--- config.mk ---
export PLATFORM = sky130hd
export DESIGN_NAME = dram_out_ctrl
export DESIGN_NICKNAME = d
export VERILOG_FILES = /design/src/rtl/dram_oc_pkg.sv /design/src/rtl/dram_oc_edge.sv /design/src/rtl/dram_oc_class.sv /design/src/rtl/dram_oc_out.sv /design/src/rtl/dram_out_ctrl.sv
export SDC_FILE = /design/constraint.sdc
export NUM_CORES = 1
export LEC_CHECK = 0
export ABC_AREA = 0
export ABC_CLOCK_PERIOD_IN_PS = 3120
export BUFFER_PORTS_ARGS = -buffer_cell sky130_fd_sc_hd__buf_2
export CAP_MARGIN = 20
export CORE_MARGIN = 1.5
export CORE_UTILIZATION = 48
export DETAILED_ROUTE_END_ITERATION = 6
export PLACE_DENSITY = 0.78
export SYNTH_ARGS = -nofsm -noshare
export SYNTH_HDL_FRONTEND = slang
export SYNTH_HIERARCHICAL = 1
export SYNTH_SLANG_ARGS = --single-unit
--- constraint.sdc ---
create_clock -name clk_i -period 3.12 [get_ports clk_i]
set_input_delay 0.468 -clock clk_i [delete_from_list [all_inputs] [get_ports clk_i]]
set_output_delay 0.468 -clock clk_i [all_outputs]
set_load 0.01 [all_outputs]
--- src/rtl/dram_oc_pkg.sv ---
package dram_oc_pkg;
  typedef enum logic [2:0] {
    CLS_IDLE     = 3'd0,
    CLS_READ     = 3'd1,
    CLS_EARLY_WR = 3'd2,
    CLS_LATE_WR  = 3'd3,
    CLS_RMW      = 3'd4,
    CLS_RAS_ONLY = 3'd5,
    CLS_CBR      = 3'd6,
    CLS_CAS_ONLY = 3'd7
  } cyc_cls_e;
endpackage

--- src/rtl/dram_oc_edge.sv ---
module dram_oc_edge #(
  parameter int N = 3
) (
  input  logic         clk_i,
  input  logic         rst_ni,
  input  logic [N-1:0] strb_n_i,
  output logic [N-1:0] fall_o
);
  logic [N-1:0] prev_q;

  for (genvar g = 0; g < N; g++) begin : g_bit
    always_ff @(posedge clk_i or negedge rst_ni) begin
      if (!rst_ni) prev_q[g] <= 1'b1;
      else         prev_q[g] <= strb_n_i[g];
    end
    assign fall_o[g] = prev_q[g] & ~strb_n_i[g];
  end
endmodule

--- src/rtl/dram_oc_class.sv ---
module dram_oc_class
  import dram_oc_pkg::*;
(
  input  logic     clk_i,
  input  logic     rst_ni,
  input  logic     ras_n_i,
  input  logic     cas_n_i,
  input  logic     we_n_i,
  input  logic     oe_n_i,
  input  logic     ras_fall_i,
  input  logic     cas_fall_i,
  input  logic     we_fall_i,
  output cyc_cls_e cls_nx_o,
  output cyc_cls_e cls_o
);
  cyc_cls_e cls_q;
  logic     oe_seen_q, oe_seen_nx;

  always_comb begin
    cls_nx_o = cls_q;
    if (ras_n_i) begin
      cls_nx_o = cas_n_i ? CLS_IDLE : CLS_CAS_ONLY;
    end else if (ras_fall_i) begin
      cls_nx_o = cas_n_i ? CLS_RAS_ONLY : CLS_CBR;
    end else if (cls_q == CLS_CBR) begin
      cls_nx_o = CLS_CBR;
    end else if (cas_fall_i) begin
      cls_nx_o = we_n_i ? CLS_READ : CLS_EARLY_WR;
    end else if (cls_q == CLS_READ && !cas_n_i && we_fall_i) begin
      cls_nx_o = oe_seen_q ? CLS_RMW : CLS_LATE_WR;
    end
  end

  // read phase observed with output enabled since CAS fell
  always_comb begin
    if (cas_n_i)         oe_seen_nx = 1'b0;
    else if (cas_fall_i) oe_seen_nx = ~oe_n_i;
    else                 oe_seen_nx = oe_seen_q | ~oe_n_i;
  end

  always_ff @(posedge clk_i or negedge rst_ni) begin
    if (!rst_ni) begin
      cls_q     <= CLS_IDLE;
      oe_seen_q <= 1'b0;
    end else begin
      cls_q     <= cls_nx_o;
      oe_seen_q <= oe_seen_nx;
    end
  end

  assign cls_o = cls_q;

  p_ras_only_r2: assert property (@(posedge clk_i) disable iff (!rst_ni)
    (ras_fall_i && cas_n_i) |=> (cls_q == CLS_RAS_ONLY));
  p_cbr_entry_r2: assert property (@(posedge clk_i) disable iff (!rst_ni)
    (ras_fall_i && !cas_n_i) |=> (cls_q == CLS_CBR));
  p_early_wr_r3: assert property (@(posedge clk_i) disable iff (!rst_ni)
    (!ras_n_i && !ras_fall_i && cas_fall_i && !we_n_i && cls_q != CLS_CBR)
    |=> (cls_q == CLS_EARLY_WR));
  p_cas_only_r6: assert property (@(posedge clk_i) disable iff (!rst_ni)
    (ras_n_i && cas_fall_i) |=> (cls_q == CLS_CAS_ONLY));
endmodule

--- src/rtl/dram_oc_out.sv ---
module dram_oc_out
  import dram_oc_pkg::*;
#(
  parameter int DW = 16
) (
  input  logic          clk_i,
  input  logic          rst_ni,
  input  logic          ras_n_i,
  input  logic          cas_n_i,
  input  logic          we_n_i,
  input  logic          oe_n_i,
  input  cyc_cls_e      cls_nx_i,
  input  logic [DW-1:0] rd_data_i,
  output logic [DW-1:0] dq_o,
  output logic          dq_oe_o,
  output logic          col_acc_o
);
  logic [DW-1:0] data_q;
  logic          en_q, en_nx, oe_q, col_q, rd_cls, load;

  assign rd_cls = (cls_nx_i == CLS_READ) || (cls_nx_i == CLS_RMW) ||
                  (cls_nx_i == CLS_LATE_WR);
  assign load   = !ras_n_i && !cas_n_i && we_n_i && rd_cls;

  always_comb begin
    if (cas_n_i)                  en_nx = 1'b0;
    else if (ras_n_i)             en_nx = en_q;   // hidden refresh / CAS-only
    else if (cls_nx_i == CLS_CBR) en_nx = en_q;
    else if (rd_cls)              en_nx = we_n_i;
    else                          en_nx = 1'b0;
  end

  always_ff @(posedge clk_i or negedge rst_ni) begin
    if (!rst_ni) begin
      data_q <= '0;
      en_q   <= 1'b0;
      oe_q   <= 1'b0;
      col_q  <= 1'b0;
    end else begin
      if (load) data_q <= rd_data_i;
      en_q  <= en_nx;
      oe_q  <= ~oe_n_i;
      col_q <= !ras_n_i && !cas_n_i && (cls_nx_i != CLS_CBR);
    end
  end

  assign dq_o      = data_q;
  assign dq_oe_o   = en_q & oe_q;
  assign col_acc_o = col_q;

  p_cas_high_off_r6: assert property (@(posedge clk_i) disable iff (!rst_ni)
    cas_n_i |=> !dq_oe_o);
  p_oe_mask_r7: assert property (@(posedge clk_i) disable iff (!rst_ni)
    oe_n_i |=> !dq_oe_o);
  p_we_off_r8: assert property (@(posedge clk_i) disable iff (!rst_ni)
    (!cas_n_i && !we_n_i && !ras_n_i && cls_nx_i != CLS_CBR) |=> !dq_oe_o);
  p_cbr_hold_r9: assert property (@(posedge clk_i) disable iff (!rst_ni)
    (cls_nx_i == CLS_CBR) |=> $stable(dq_o));
  p_cbr_no_col_r10: assert property (@(posedge clk_i) disable iff (!rst_ni)
    (cls_nx_i == CLS_CBR) |=> !col_acc_o);
  p_ras_high_hold_r11: assert property (@(posedge clk_i) disable iff (!rst_ni)
    ras_n_i |=> $stable(dq_o));
endmodule

--- src/rtl/dram_out_ctrl.sv ---
module dram_out_ctrl
  import dram_oc_pkg::*;
#(
  parameter int DW = 16
) (
  input  logic          clk_i,
  input  logic          rst_ni,
  input  logic          ras_ni,
  input  logic          cas_ni,
  input  logic          we_ni,
  input  logic          oe_ni,
  input  logic [DW-1:0] rd_data_i,
  output logic [DW-1:0] dq_o,
  output logic          dq_oe_o,
  output logic [2:0]    cyc_cls_o,
  output logic          col_acc_o
);
  localparam int NSTRB = 3;

  logic [NSTRB-1:0] fall;
  cyc_cls_e         cls_nx, cls;

  dram_oc_edge #(.N(NSTRB)) u_edge (
    .clk_i    (clk_i),
    .rst_ni   (rst_ni),
    .strb_n_i ({we_ni, cas_ni, ras_ni}),
    .fall_o   (fall)
  );

  dram_oc_class u_class (
    .clk_i      (clk_i),
    .rst_ni     (rst_ni),
    .ras_n_i    (ras_ni),
    .cas_n_i    (cas_ni),
    .we_n_i     (we_ni),
    .oe_n_i     (oe_ni),
    .ras_fall_i (fall[0]),
    .cas_fall_i (fall[1]),
    .we_fall_i  (fall[2]),
    .cls_nx_o   (cls_nx),
    .cls_o      (cls)
  );

  dram_oc_out #(.DW(DW)) u_out (
    .clk_i     (clk_i),
    .rst_ni    (rst_ni),
    .ras_n_i   (ras_ni),
    .cas_n_i   (cas_ni),
    .we_n_i    (we_ni),
    .oe_n_i    (oe_ni),
    .cls_nx_i  (cls_nx),
    .rd_data_i (rd_data_i),
    .dq_o      (dq_o),
    .dq_oe_o   (dq_oe_o),
    .col_acc_o (col_acc_o)
  );

  assign cyc_cls_o = cls;
endmodule

# Word-level counts from Yosys, hierarchy flattened
# Cells that the tools add are included.
dict set report totals {
  reg_bits 26
  input_bits 22
  output_inout_bits 21
}
dict set report op_classes {
  eq_ne 9
  mux 15
  n_reduce_logical 11
  bitwise_logic 9
}
# op n
set ops {}
lappend ops {{$mux 3} 7}
lappend ops {{$eq 3x3->1 const B} 3}
lappend ops {{$eq 3x1->1 const B} 2}
lappend ops {{$logic_and 1x1->1} 6}
lappend ops {{$mux 1} 6}
lappend ops {{$and 1x1->1} 4}
lappend ops {{$mux 2} 2}
lappend ops {{$not 1->1} 4}
lappend ops {{$eq 3x2->1 const B} 1}
lappend ops {{$ne 3x3->1 const B} 1}
lappend ops {{$logic_not 1->1} 2}
lappend ops {{$logic_or 1x1->1} 2}
lappend ops {{$ne 2x1->1 const B} 1}
lappend ops {{$ne 2x2->1 const B} 1}
lappend ops {{$reduce_and 2->1} 1}
lappend ops {{$or 1x1->1} 1}

# Logic depth before layout (Yosys ltp)
dict set report depth {
  depth_word 15
  depth_mapped 8
  ltp_nobuf 7
}

# Hierarchy
# The synthesis kept the hierarchy.
# module area_each_um2 n_inst seq_area_each_um2 cells_per_inst
set by_module_without_submodules {}
lappend by_module_without_submodules {dram_oc_out 809.5 1 475.5 49}
lappend by_module_without_submodules {dram_oc_class 234.0 1 100.1 24}
lappend by_module_without_submodules {dram_oc_edge 120.1 1 78.8 6}

# Worst setup path after synthesis
# No wires, ideal clock.
dict set report synth_path {
  kind {reg-to-reg}
  start {reg u_edge.prev_q[1]}
  end {reg u_out.data_q[0], in the netlist u_out/dq_o[0]}
  setup_slack_ps 790
  path_buffers 1
  setup_ps 125
  t_arrival_ps 2204
  path_stages_with_launch 9
  cell_sequence {dfstp_2 -> nor2b_4 -> nand2_1 -> or3b_1 -> a32oi_1 -> nor3b_2 -> o211ai_4 -> buf_6 -> mux2_4}
}
dict set report synth_via {
  elab_chain_len 9
  word_cells_on_any_way 11
  cone_classes {eq/ne (3); mux (4); bitwise (1); reduce/logical (3)}
}
# element line_no
set synth_rtl {}
lappend synth_rtl {{start, declared} dram_oc_edge.sv:9} ;# logic [N-1:0] prev_q;
lappend synth_rtl {{start signal, assigned by index} dram_oc_edge.sv:14} ;# else prev_q[g] <= strb_n_i[g];
lappend synth_rtl {{$and 1x1->1 *} dram_oc_edge.sv:16} ;# assign fall_o[g] = prev_q[g] & ~strb_n_i[g];
lappend synth_rtl {{named net fall[1]} dram_out_ctrl.sv:20} ;# logic [NSTRB-1:0] fall;
lappend synth_rtl {{$mux 3 *} dram_oc_class.sv:27} ;# end else if (cas_fall_i) begin
lappend synth_rtl {{$mux 3 *} dram_oc_class.sv:25} ;# end else if (cls_q == CLS_CBR) begin
lappend synth_rtl {{$mux 3 *} dram_oc_class.sv:23} ;# end else if (ras_fall_i) begin
lappend synth_rtl {{$mux 3 *} dram_oc_class.sv:21} ;# if (ras_n_i) begin
lappend synth_rtl {{named net cls_nx[0]} dram_out_ctrl.sv:21} ;# cyc_cls_e cls_nx, cls;
lappend synth_rtl {{$eq 3x1->1 / $eq 3x3->1 (equally long branches)} dram_oc_out.sv:21} ;# assign rd_cls = (cls_nx_i == CLS_READ) || (cls_nx_i == CLS_RMW) ||
lappend synth_rtl {{$logic_or 1x1->1} dram_oc_out.sv:21}
lappend synth_rtl {{$logic_or 1x1->1 *} dram_oc_out.sv:21}
lappend synth_rtl {{$logic_and 1x1->1 *} dram_oc_out.sv:23} ;# assign load = !ras_n_i && !cas_n_i && we_n_i && rd_cls;
lappend synth_rtl {{end signal, assigned} dram_oc_out.sv:40} ;# if (load) data_q <= rd_data_i;
lappend synth_rtl {{end, declared} dram_oc_out.sv:18} ;# logic [DW-1:0] data_q;
# Mark *: on every way through the listed nets, which the timed path passes. The rest lies on a longest branch.
# A chain may end at the register's enable or synchronous reset.

# Final worst setup path
dict set report layout_path {
  start {reg u_edge.prev_q[2]}
  end {reg u_out.data_q[6], in the netlist u_out/dq_o[6]}
}
dict set report layout_via {
  elab_chain_len 11
  word_cells_on_any_way 13
  cone_classes {eq/ne (3); mux (5); bitwise (1); reduce/logical (4)}
}
# element line_no
set layout_rtl {}
lappend layout_rtl {{$and 1x1->1 *} dram_oc_edge.sv:16}
lappend layout_rtl {{named net fall[2]} dram_out_ctrl.sv:20}
lappend layout_rtl {{$logic_and 1x1->1 *} dram_oc_class.sv:29} ;# end else if (cls_q == CLS_READ && !cas_n_i && we_fall_i) begin
lappend layout_rtl {{$mux 3 *} dram_oc_class.sv:29}
lappend layout_rtl {{$mux 3 *} dram_oc_class.sv:27}
lappend layout_rtl {{$mux 3 *} dram_oc_class.sv:25}
lappend layout_rtl {{$mux 3 *} dram_oc_class.sv:23}
lappend layout_rtl {{$mux 3 *} dram_oc_class.sv:21}
lappend layout_rtl {{named net cls_nx[0]} dram_out_ctrl.sv:21}
lappend layout_rtl {{$eq 3x1->1 / $eq 3x3->1 (equally long branches)} dram_oc_out.sv:21}
lappend layout_rtl {{$logic_or 1x1->1} dram_oc_out.sv:21}
lappend layout_rtl {{$logic_or 1x1->1 *} dram_oc_out.sv:21}
lappend layout_rtl {{$logic_and 1x1->1 *} dram_oc_out.sv:23}
# Marked as above.

==> results.toml <==
[pwr]
vdd_drop_max_uv = 470
intPower_uw = 635
pwr-share-comb_pct = 32.2
seqPwrFrac_pct = 52.3
p_per_area_mw_per_mm2 = 632
swShare_pct = 29.8
finalPower_uw = 905
clkPwrFrac_pct = 15.5
p_sw_uw = 269
p_leak_nw = 0.734

[detailed_routing]
drt-total-wl_um = 2190
drt_iter0_drc = 13
wl_per_cell_um = 14.3
ant_nets = 0
viasPerCell = 5.18
drc_errors = 0
vias = 792
dr.pass1.iters = 4

[die]
std_cell_rows = 17
io_pins = 43
dieHeight_um = 52.2
core_area_mm2 = 0.00225
die-area_mm2 = 0.00273
die_w_um = 52.2
initial_core_util_pct = 51.6

[clocking]
path_clk_slew_ns = 0.13
numClockSinks = 26
cts_buffers = 3
clock-root-buffer = "clkbuf_4"
holdBufCountCts = 0
cts.repair.resized = 0
clock_latency_ns = 0.31
cts_buffer_depth = 2
ctsHtreeMaxLevel = 1
cts_tree = "yes"
cts_setup_buffers = 0

[finish]
drive_gt1_share_pct = 57.6
register_area_um2 = 654
multi_input_area_um2 = 483
fillCellCount = 202
nets = 148
final_core_util_pct = 63.5
area_growth_pct = 23.0
diodes = 0

[synth]
synth_top_area_cell = "dfrtp_1"
yosys_warnings = 6
ys_ff_latch = 26
synth_area_leaders = "dfrtp_1 49%, mux2_4 13%, dfstp_2 6.8%, mux2_2 5.8%, nor2b_4 3.5%"
ys_seq_area_share_pct = 56.2
postSynth.asyncResetShare_pct = 100
netlist_area_mm2 = 0.00116
synthDistinctLibCells = 31
avgSynthCellArea_um2 = 14.7
netlist_instances = 79
synth_edf_count = 0
synth_ff_type = "dfrtp_1"
yosys.area.top_type_share_pct = 49.5
synth_nets = 101

[timing]
clock_skew_ns = 0.00760
finalSetupTns_ns = 0
rsz0062_at_grt = "no"
worst_pin_slew_ns = 0.559
timing.final.max_slew_violations = 0
setup_viol = 0
period_share_pct = 83.3
fmax_ghz = 0.385
report.final.hold_viol_count = 0
relSlewSlack_pct = 62.7
fin_crit_ns = 2.60

[global_routing]
antenna_found_initial = 0
grt_pass1_wl_um = 3550
grt_max_degree = 27
grt.busiest_layer = "met2"
grt_use_total_pct = 18.3
grt_use_met3_pct = 4.57
grt_pass1_vias = 805
gr-usage-met2_pct = 31.0
grt_util_met1_pct = 22.2
overflow = 0

[critical_path]
path_max_fanout = 16
cp-end-kind = "flop"
startpoint = "u_edge/prev_q[2]"
worstPathRequired_ns = 3.33
path_class = "flop to flop"
reg2reg_slack_ns = 0.52
crit_arrival_ns = 2.81
start_kind = "flop"
rr_startpoint = "u_edge/prev_q[2]"

[flow_run]
cap_violations = 0

[run_status]
status = "complete, no violations"

[place]
hpwl_um = 1660
gp_congestion = 0.826
portBuffers = 42

[min_path]
holdCritPathClass = "primary input to asynchronous set/reset pin"
-- worst max-delay path, cell delays in order (launching register included) --
cell	delay, ns
dfstp_2	0.54
nor2b_4	0.12
nand4bb_1	0.14
o311ai_0	0.38
a32oi_1	0.25
nor2b_2	0.23
o211ai_4	0.17
buf_4	0.29
mux2_2	0.37
-- cell type report --
type | instances | area share [%]
Sequential cell | 26 | 45.7
Multi-Input combinational cell | 48 | 33.7
Timing Repair Buffer | 43 | 15.2
Tap cell | 28 | 2.45
Clock buffer | 4 | 1.84
Inverter | 4 | 1.05
-- flip-flops by register name, summed over array words and instances, names as in the netlist --
signal,count
u_out/en_q,1
u_class/cls_o,3
u_out/col_acc_o,1
u_edge/prev_q,3
u_out/oe_q,1
u_out/dq_o,16
u_class/oe_seen_q,1
-- logic make-up (layout without fill, tap and decap cells) --
kind of cell / Yosys count / count (layout) / synth area share, %
DFF: 26 / 26 / 56.2
muxes: 17 / 17 / 19.6
and+or+nand+nor: 18 / 18 / 12.3
AOI/OAI and AO/OA: 13 / 13 / 9.68
buffers and inverters: 5 / 51 / 2.26
-- final timing paths --
| kind | endpoint | cells past startpoint |
|---|---|---|
| setup / recovery | u_out/dq_o[6] | 8 |
| hold / removal | u_out/dq_o[2] | 1 |
| setup reg to reg | u_out/dq_o[6] | 8 |
| hold reg to reg | u_out/dq_o[6] | 1 |
| max in group asynchronous | u_edge/prev_q[0] | 1 |
| min in group clk_i | u_edge/prev_q[2] | 1 |
-- routing by layer --
metal  vias up  share of wire, %
met4         0               1.0
met1       372                43
li1        378                 -
met3         4               7.7
met5         -                 0
met2        38                49
-- synthesized netlist by cell type (all sizes together), types with 2 or more instances --
cell type	number
nand2	2
a21oi	2
inv	4
dfstp	3
mux2	16
nor2	3
nor2b	4
dfrtp	23
a32oi	2
-- per-stage QoR --
stage	cells	cell area, µm²	hold WS [ns]	worst slack (ns)
after floorplan	79	1160	0.172	0.790
after global placement	149	1410	0.485	0.536
after global routing	153	1430	0.147	0.285
final	153	1430	0.127	0.520
after CTS	153	1430	0.131	0.540
after detailed placement	149	1410	0.487	0.451
-- cell usage in the layout, fill, tap and decap left out --
cell,n
a311oi_1,1
buf_2,42
dfstp_2,3
a22oi_1,1
clkbuf_1,1
nand4bb_1,1
mux2i_1,1
nor2b_4,3
nor3b_2,1
o31a_1,1
nor2b_2,1
mux2_4,10
o2111ai_1,1
nor2_1,3
buf_4,1
or3b_1,1
a21oi_1,2
nand2_1,2
inv_1,4
and2b_1,1
clkbuf_4,3
o22ai_1,1
nand3b_2,1
o211a_1,1
dfrtp_1,23
and2_1,1
nand2b_1,1
nand3_1,1
o21ai_0,1
o211ai_4,1
mux2_2,6
a32oi_1,2
nor3_1,1
o311ai_0,1
-- power by group through the flow --
stage / clock (mW) / sequential [mW] / combinational, mW
floorplan: 0 / 0.511 / 0.129
global placement: 0 / 0.472 / 0.282
detailed placement: 0 / 0.478 / 0.294
CTS: 0.151 / 0.473 / 0.294
global route: 0.158 / 0.482 / 0.313
finish: 0.141 / 0.473 / 0.291
No activity file was read; power rests on OpenSTA's default activity.
